## src/rtl/flashreg_pkg.sv

```systemverilog
`timescale 1ns/1ps
package flashreg_pkg;

   // Register offsets (byte addresses, word aligned)
   localparam int unsigned OFS_REV  = 'h00;
   localparam int unsigned OFS_STAT = 'h08;
   localparam int unsigned OFS_MASK = 'h0C;
   localparam int unsigned OFS_XFER = 'h10;
   localparam int unsigned OFS_BUF  = 'h14;
   localparam int unsigned OFS_TEST = 'h18;

   // Test register bit positions
   localparam int unsigned KEY_BIT   = 15;
   localparam int unsigned MAP_BIT   = 2;
   localparam int unsigned ACC_BIT   = 1;
   localparam int unsigned ALLOW_BIT = 0;

   typedef enum logic [2:0] {
      SEL_NONE,
      SEL_REV,
      SEL_STAT,
      SEL_MASK,
      SEL_XFER,
      SEL_BUF,
      SEL_TEST,
      SEL_FIFO
   } sel_e;

   typedef struct packed {
      logic key;
      logic map;
      logic acc;
      logic allow;
   } test_t;

endpackage

```

## src/rtl/test_unlock.sv

```systemverilog
`timescale 1ns/1ps
module test_unlock
   import flashreg_pkg::*;
(
   input  logic  clk,
   input  logic  rst_n,
   input  logic  wr_en,
   input  test_t wr_val,
   output test_t state
);

   always_ff @(posedge clk) begin
      if (!rst_n) begin
         state <= '0;
      end else if (wr_en) begin
         if (!state.key) begin
            // Locked: only the key may move, everything else is dropped
            if (wr_val.key) state.key <= 1'b1;
         end else if (wr_val.key) begin
            state.map   <= wr_val.map;
            state.acc   <= wr_val.acc;
            state.allow <= wr_val.allow;
         end else begin
            state <= '0;
         end
      end
   end

endmodule

```

## src/rtl/irq_bank.sv

```systemverilog
`timescale 1ns/1ps
module irq_bank #(
   parameter int NIRQ    = 8,
   parameter int BUF_IRQ = 0
) (
   input  logic            clk,
   input  logic            rst_n,
   input  logic [NIRQ-1:0] hw_evt,
   input  logic            stat_wr,
   input  logic            mask_wr,
   input  logic [NIRQ-1:0] wdata,
   input  logic            allow,
   input  logic            buf_set,
   output logic [NIRQ-1:0] pending,
   output logic [NIRQ-1:0] mask,
   output logic            irq
);

   logic [NIRQ-1:0] sw_bits;
   logic [NIRQ-1:0] pend_nxt;

   always_comb begin
      sw_bits  = stat_wr ? wdata : '0;
      pend_nxt = allow ? (pending | sw_bits) : (pending & ~sw_bits);
      pend_nxt = pend_nxt | hw_evt;
      if (buf_set) pend_nxt[BUF_IRQ] = 1'b1;
   end

   always_ff @(posedge clk) begin
      if (!rst_n) begin
         pending <= '0;
         mask    <= '0;
      end else begin
         pending <= pend_nxt;
         if (mask_wr) mask <= wdata;
      end
   end

   assign irq = |(pending & mask);

endmodule

```

## src/rtl/fifo_window.sv

```systemverilog
`timescale 1ns/1ps
module fifo_window #(
   parameter int DEPTH     = 4,
   parameter int WIDTH     = 32,
   parameter bit RESET_ENT = 1'b1,
   localparam int IDX_W    = $clog2(DEPTH)
) (
   input  logic             clk,
   input  logic             rst_n,
   input  logic             wr_en,
   input  logic [IDX_W-1:0] idx,
   input  logic [WIDTH-1:0] wdata,
   output logic [WIDTH-1:0] rdata
);

   logic [WIDTH-1:0] ent [DEPTH];

   for (genvar g = 0; g < DEPTH; g++) begin : g_ent
      logic hit;
      assign hit = wr_en && (idx == IDX_W'(g));
      if (RESET_ENT) begin : g_rst
         always_ff @(posedge clk) begin
            if (!rst_n)   ent[g] <= '0;
            else if (hit) ent[g] <= wdata;
         end
      end else begin : g_norst
         always_ff @(posedge clk) begin
            if (hit) ent[g] <= wdata;
         end
      end
   end

   assign rdata = ent[idx];

endmodule

```

## src/rtl/flashreg_bank.sv

```systemverilog
`timescale 1ns/1ps
module flashreg_bank
   import flashreg_pkg::*;
#(
   parameter int          ADDR_W     = 8,
   parameter int          NIRQ       = 8,
   parameter int          BUF_IRQ    = 0,
   parameter int          FIFO_DEPTH = 4,
   parameter int          FIFO_BASE  = 'h64,
   parameter bit          FIFO_RESET = 1'b1,
   parameter logic [31:0] REV_VALUE  = 32'h0001_0200
) (
   input  logic              clk,
   input  logic              rst_n,
   input  logic [ADDR_W-1:0] bus_addr,
   input  logic              bus_rd,
   input  logic              bus_wr,
   input  logic [31:0]       bus_wdata,
   output logic [31:0]       bus_rdata,
   output logic              bus_err,
   input  logic [NIRQ-1:0]   hw_evt,
   output logic              irq,
   output logic              pins_off
);

   localparam int IDX_W   = $clog2(FIFO_DEPTH);
   localparam int WIN_END = FIFO_BASE + 4 * (FIFO_DEPTH - 1);

   // Elaboration-time parameter checks
   if (NIRQ < 1 || NIRQ > 32) begin : g_bad_nirq
      $error("NIRQ must lie in 1..32");
   end
   if (BUF_IRQ < 0 || BUF_IRQ >= NIRQ) begin : g_bad_bufirq
      $error("BUF_IRQ must index a pending bit");
   end
   if (FIFO_DEPTH < 2 || (1 << IDX_W) != FIFO_DEPTH) begin : g_bad_depth
      $error("FIFO_DEPTH must be a power of two, at least 2");
   end
   if (FIFO_BASE <= OFS_TEST || (FIFO_BASE % 4) != 0
       || WIN_END + 4 > (1 << ADDR_W)) begin : g_bad_base
      $error("FIFO window must be aligned, above the registers and inside the address space");
   end

   sel_e              sel;
   logic              win_hit;
   logic [ADDR_W-1:0] win_off;
   logic              acc_any;
   logic              we;
   test_t             tst;
   test_t             tst_wr;
   logic [31:0]       test_word;
   logic [31:0]       xfer_q;
   logic [31:0]       buf_q;
   logic [31:0]       fifo_rd;
   logic [NIRQ-1:0]   pending;
   logic [NIRQ-1:0]   mask;

   assign acc_any = bus_rd | bus_wr;
   assign win_off = bus_addr - ADDR_W'(FIFO_BASE);
   assign win_hit = (bus_addr >= ADDR_W'(FIFO_BASE)) && (bus_addr <= ADDR_W'(WIN_END))
                    && (bus_addr[1:0] == 2'b00);

   // Address decode
   always_comb begin
      sel = SEL_NONE;
      if (win_hit)                            sel = SEL_FIFO;
      else if (bus_addr == ADDR_W'(OFS_REV))  sel = SEL_REV;
      else if (bus_addr == ADDR_W'(OFS_STAT)) sel = SEL_STAT;
      else if (bus_addr == ADDR_W'(OFS_MASK)) sel = SEL_MASK;
      else if (bus_addr == ADDR_W'(OFS_XFER)) sel = SEL_XFER;
      else if (bus_addr == ADDR_W'(OFS_BUF))  sel = SEL_BUF;
      else if (bus_addr == ADDR_W'(OFS_TEST)) sel = SEL_TEST;
   end

   // Error policy
   always_comb begin
      unique case (sel)
         SEL_NONE:         bus_err = acc_any;
         SEL_REV:          bus_err = bus_wr;
         SEL_XFER,
         SEL_BUF:          bus_err = bus_wr & ~tst.acc;
         SEL_FIFO:         bus_err = acc_any & ~tst.map;
         default:          bus_err = 1'b0;
      endcase
   end

   assign we = bus_wr & ~bus_err;

   // Guarded test register
   assign tst_wr = '{key:   bus_wdata[KEY_BIT],
                     map:   bus_wdata[MAP_BIT],
                     acc:   bus_wdata[ACC_BIT],
                     allow: bus_wdata[ALLOW_BIT]};

   test_unlock u_test (
      .clk    (clk),
      .rst_n  (rst_n),
      .wr_en  (we && sel == SEL_TEST),
      .wr_val (tst_wr),
      .state  (tst)
   );

   always_comb begin
      test_word            = '0;
      test_word[KEY_BIT]   = tst.key;
      test_word[MAP_BIT]   = tst.map;
      test_word[ACC_BIT]   = tst.acc;
      test_word[ALLOW_BIT] = tst.allow;
   end

   // Interrupt status and mask
   irq_bank #(.NIRQ(NIRQ), .BUF_IRQ(BUF_IRQ)) u_irq (
      .clk     (clk),
      .rst_n   (rst_n),
      .hw_evt  (hw_evt),
      .stat_wr (we && sel == SEL_STAT),
      .mask_wr (we && sel == SEL_MASK),
      .wdata   (bus_wdata[NIRQ-1:0]),
      .allow   (tst.allow),
      .buf_set (we && sel == SEL_BUF),
      .pending (pending),
      .mask    (mask),
      .irq     (irq)
   );

   // Transfer and buffer registers
   always_ff @(posedge clk) begin
      if (!rst_n) begin
         xfer_q <= '0;
         buf_q  <= '0;
      end else begin
         if (we && sel == SEL_XFER) xfer_q <= bus_wdata;
         if (we && sel == SEL_BUF)  buf_q  <= bus_wdata;
      end
   end

   // FIFO words visible through the test window
   fifo_window #(.DEPTH(FIFO_DEPTH), .WIDTH(32), .RESET_ENT(FIFO_RESET)) u_fifo (
      .clk   (clk),
      .rst_n (rst_n),
      .wr_en (we && sel == SEL_FIFO),
      .idx   (win_off[IDX_W+1:2]),
      .wdata (bus_wdata),
      .rdata (fifo_rd)
   );

   // Read mux
   always_comb begin
      bus_rdata = '0;
      if (bus_rd && !bus_err) begin
         unique case (sel)
            SEL_REV:  bus_rdata = REV_VALUE;
            SEL_STAT: bus_rdata = 32'(pending);
            SEL_MASK: bus_rdata = 32'(mask);
            SEL_XFER: bus_rdata = xfer_q;
            SEL_BUF:  bus_rdata = buf_q;
            SEL_TEST: bus_rdata = test_word;
            SEL_FIFO: bus_rdata = fifo_rd;
            default:  bus_rdata = '0;
         endcase
      end
   end

   assign pins_off = tst.acc;

endmodule

```

## config.mk

```make
export PLATFORM = sky130hd
export DESIGN_NAME = flashreg_bank
export DESIGN_NICKNAME = d
export VERILOG_FILES = /design/src/rtl/flashreg_pkg.sv /design/src/rtl/test_unlock.sv /design/src/rtl/irq_bank.sv /design/src/rtl/fifo_window.sv /design/src/rtl/flashreg_bank.sv
export SDC_FILE = /design/constraint.sdc
export NUM_CORES = 1
export LEC_CHECK = 0
export CORE_ASPECT_RATIO = 1.5
export CORE_UTILIZATION = 25
export DETAILED_ROUTE_END_ITERATION = 7
export MAX_ROUTING_LAYER = met4
export PLACE_DENSITY = 0.43
export SLEW_MARGIN = 20
export SYNTH_ARGS = -nofsm -noshare
export SYNTH_HDL_FRONTEND = slang
export SYNTH_SLANG_ARGS = --single-unit
```

## constraint.sdc

```tcl
create_clock -name clk -period 4.1 [get_ports clk]
set_input_delay 0.41 -clock clk [delete_from_list [all_inputs] [get_ports clk]]
set_output_delay 0.41 -clock clk [all_outputs]
set_load 0.03 [all_outputs]
```

==> impl_metrics.toml <==
[route]
ant_nets = 0
post_drt_via_cell_ratio = 4.79
drc = 0
via_count = 7297
dr.first_iter.drc_count = 510
firstDrtPassIters = 4
routed_wl_um = 34100
wire_per_inst_um = 22.4

[synth]
synthArstFlopShare_pct = 0
postSynthAreaPerCell_um2 = 11.2
yosysSeqAreaShare_pct = 53.8
synth_edf_count = 128
synth_area_leader_cell = "edfxtp_1"
synth.distinct_cells = 56
synth.top_cells.by_area = "edfxtp_1, dfxtp_1, and2_1"
postSynthCellCount = 915
synthTopCellsByCount = "nand2_1, and2_1, edfxtp_1, dfxtp_1, a21boi_1"
synth_most_common_cell = "nand2_1"
synth.net_count = 973
ys_ff_latch = 212
ys_warn_count = 0
ys.flop_type = "edfxtp_1"
synth.top_cell.area_share_pct = 37.4
synth_area_um2 = 10300

[clock_tree]
cts.clk_slew.worst_paths_ns = 0.06
cts_resized = 0
htreeDepth = 1
clockRootBuffer = "clkbuf_16"
max-clock-path-buffers = 3
insertion_delay_ns = 0.54
cts-buffers-inserted = 24
clock-sinks = 212
cts_tree = "done"
cts_hold_buffers = 0
cts_setup_buffers = 0

[setup_path]
endpoint_kind = "primary output"
path_cells = "clkdlybuf4s50_1, inv_1, ha_1, buf_4, nor2_1, nor4_4, o21ai_0, nand3_2, nor3_1, clkdlybuf4s50_1"
timing_worst_setup_path_type = "in2out"
crit_path_max_fanout = 8
arrival_ns = 3.32
critPathTopFamily = "buffers and inverters"
cpPeakStageDelay_ns = 0.71
crit_top_cell = "clkdlybuf4s50_1"
slowest_stage = "clkdlybuf4s50_1"
cp-start-kind = "input port"
crit_buf_inv = 4
required_ns = 3.69

[sta]
drv_slew = 0
slew_headroom_pct = 42.3
fin_ws_ns = 0.373
period_share_pct = 90.9
grt_setup_unrepaired = "no"
layout_min_cycle_time_ns = 3.73
setup_violations = 0
hold_viol_final = 0
fin_setup_tns_ns = 0
max_slew.worst_pin.slew_ns = 0.866
whs_ns = 0.448
timing.fmax_ghz = 0.268
skew_ns = 0.0237

[power]
powerDensity_nw_per_um2 = 384
p_switching_w = 0.00112
power_frac_comb_pct = 7.5
p_clk_share_pct = 44.1
p_leak_nw = 4.17
peakVddDrop_v = 0.000255
power.internal_w = 0.00373
power_frac_seq_pct = 48.4
swShare_pct = 23.1

[global_routing]
grtUsageMet2_pct = 31.2
grtUsageMet1_pct = 19.0
grt_max_degree = 85
grt-ovfl-total = 0
antenna_found_initial = 2
grt_usage_pct = 17.0
grt_pass1_vias = 7789
busiest_layer = "met2"
grtUsageMet3_pct = 2.13
grt_pass1_wl_um = 51000

[cells_and_area]
syn_to_final_growth_pct = 23.0
final_net_count = 1056
drive_gt1_share_pct = 16.5
finalNonFillerCells = 1523
design_area_um2 = 12600

[place]
dpl.cell_count = 1478
hpwl_um = 22100
place_area_um2 = 11900
io_buffers = 86
detailedPlace.worstSlack_ns = 0.388
gp_congestion = 0.815

[worst_hold_path]
min_path_type = "reg2reg"

[floorplanning]
initial_core_util_pct = 25.5
die_h_um = 250
dieArea_um2 = 41900
rows = 90
ios = 87
coreArea_um2 = 40300
die_w_um = 167

[status]
status = "finished, final reports clean"

[job]
maxCapViolations = 0
==> tightest hold or removal path: cells and delay by family (launching register included) <==
family / cells / cell delay [ns]
DFF: 1 / 0.30
and+or+nand+nor: 1 / 0.05
AOI/OAI and AO/OA: 1 / 0.05
==> cells by family after synthesis <==
| group | share of synthesized area, % |
|---|---|
| buffers and inverters | 4.07 |
| AND/OR/NAND/NOR | 20.9 |
| flip-flops | 53.8 |
| multiplexers | 7.99 |
| AO/OA/AOI/OAI | 12.5 |
| adder cells (fa/ha/maj) | 0.731 |
==> state kept, by name (all words and copies together), names as in the netlist <==
signal / flops
u_test.state: 4
u_fifo.ent: 128
u_irq.pending: 8
u_irq.mask: 8
buf_q: 32
xfer_q: 32
==> per-stage QoR <==
| step | total power (W) | util [%] |
|---|---|---|
| 2_1_floorplan | 0.00257 | - |
| 3_3_place_gp | 0.00276 | 29.4 |
| 3_5_place_dp | 0.00277 | 29.4 |
| 4_1_cts | 0.00492 | 31.3 |
| 5_1_grt | 0.00502 | 31.3 |
| 6_report | 0.00485 | 31.3 |
==> power by group through the flow <==
stage | clock network [W] | registers [W] | logic (W)
floorplan | 0 | 0.00238 | 0.000190
global placement | 0 | 0.00239 | 0.000372
detailed placement | 0 | 0.00239 | 0.000372
CTS | 0.00220 | 0.00235 | 0.000374
global route | 0.00227 | 0.00235 | 0.000390
finish | 0.00214 | 0.00235 | 0.000364
==> metal layers <==
metal	wire length, um	vias up
met5	0	-
met4	795	0
met2	18300	145
li1	-	3456
met3	1170	44
met1	13800	3652
==> worst paths after layout <==
check	from	endpoint	slack [ns]	depth (start not counted)
worst max-delay path	bus_addr[3]	bus_rdata[4]	0.37	10
worst min-delay path	xfer_q[16]	xfer_q[16]	0.45	2
worst max register to register	u_test.state[1]	xfer_q[25]	2.05	6
worst min register to register	xfer_q[16]	xfer_q[16]	0.45	2
==> layout by cell type (no fill, tap or decap), types with 7 or more instances in the layout <==
cell type / netlist / final
a21boi_0: 15 / 15
and3_1: 9 / 9
nor3_1: 13 / 13
o21a_1: 7 / 7
and2_1: 128 / 128
clkbuf_16: 0 / 24
mux2_2: 7 / 7
nand2_1: 178 / 174
mux4_2: 32 / 32
buf_4: 4 / 60
nor2b_1: 7 / 7
a22oi_1: 28 / 28
a21boi_1: 60 / 60
clkdlybuf4s50_1: 0 / 57
edfxtp_1: 128 / 128
buf_12: 0 / 14
a211oi_1: 31 / 31
nand3_1: 25 / 24
a21oi_1: 12 / 12
nand4_1: 11 / 11
clkbuf_1: 30 / 8
dfxtp_1: 84 / 84
==> cell type report <==
type,count,area (um2)
diodes,2,5.00
clock buffers,34,658
clock inverters,9,109
fillers,4061,27700
inverters,6,22.5
multi-input cells,621,4360
flip-flops and latches,212,5530
well taps,506,633
repair buffers,133,1310
No activity file was read; power rests on OpenSTA's default activity.
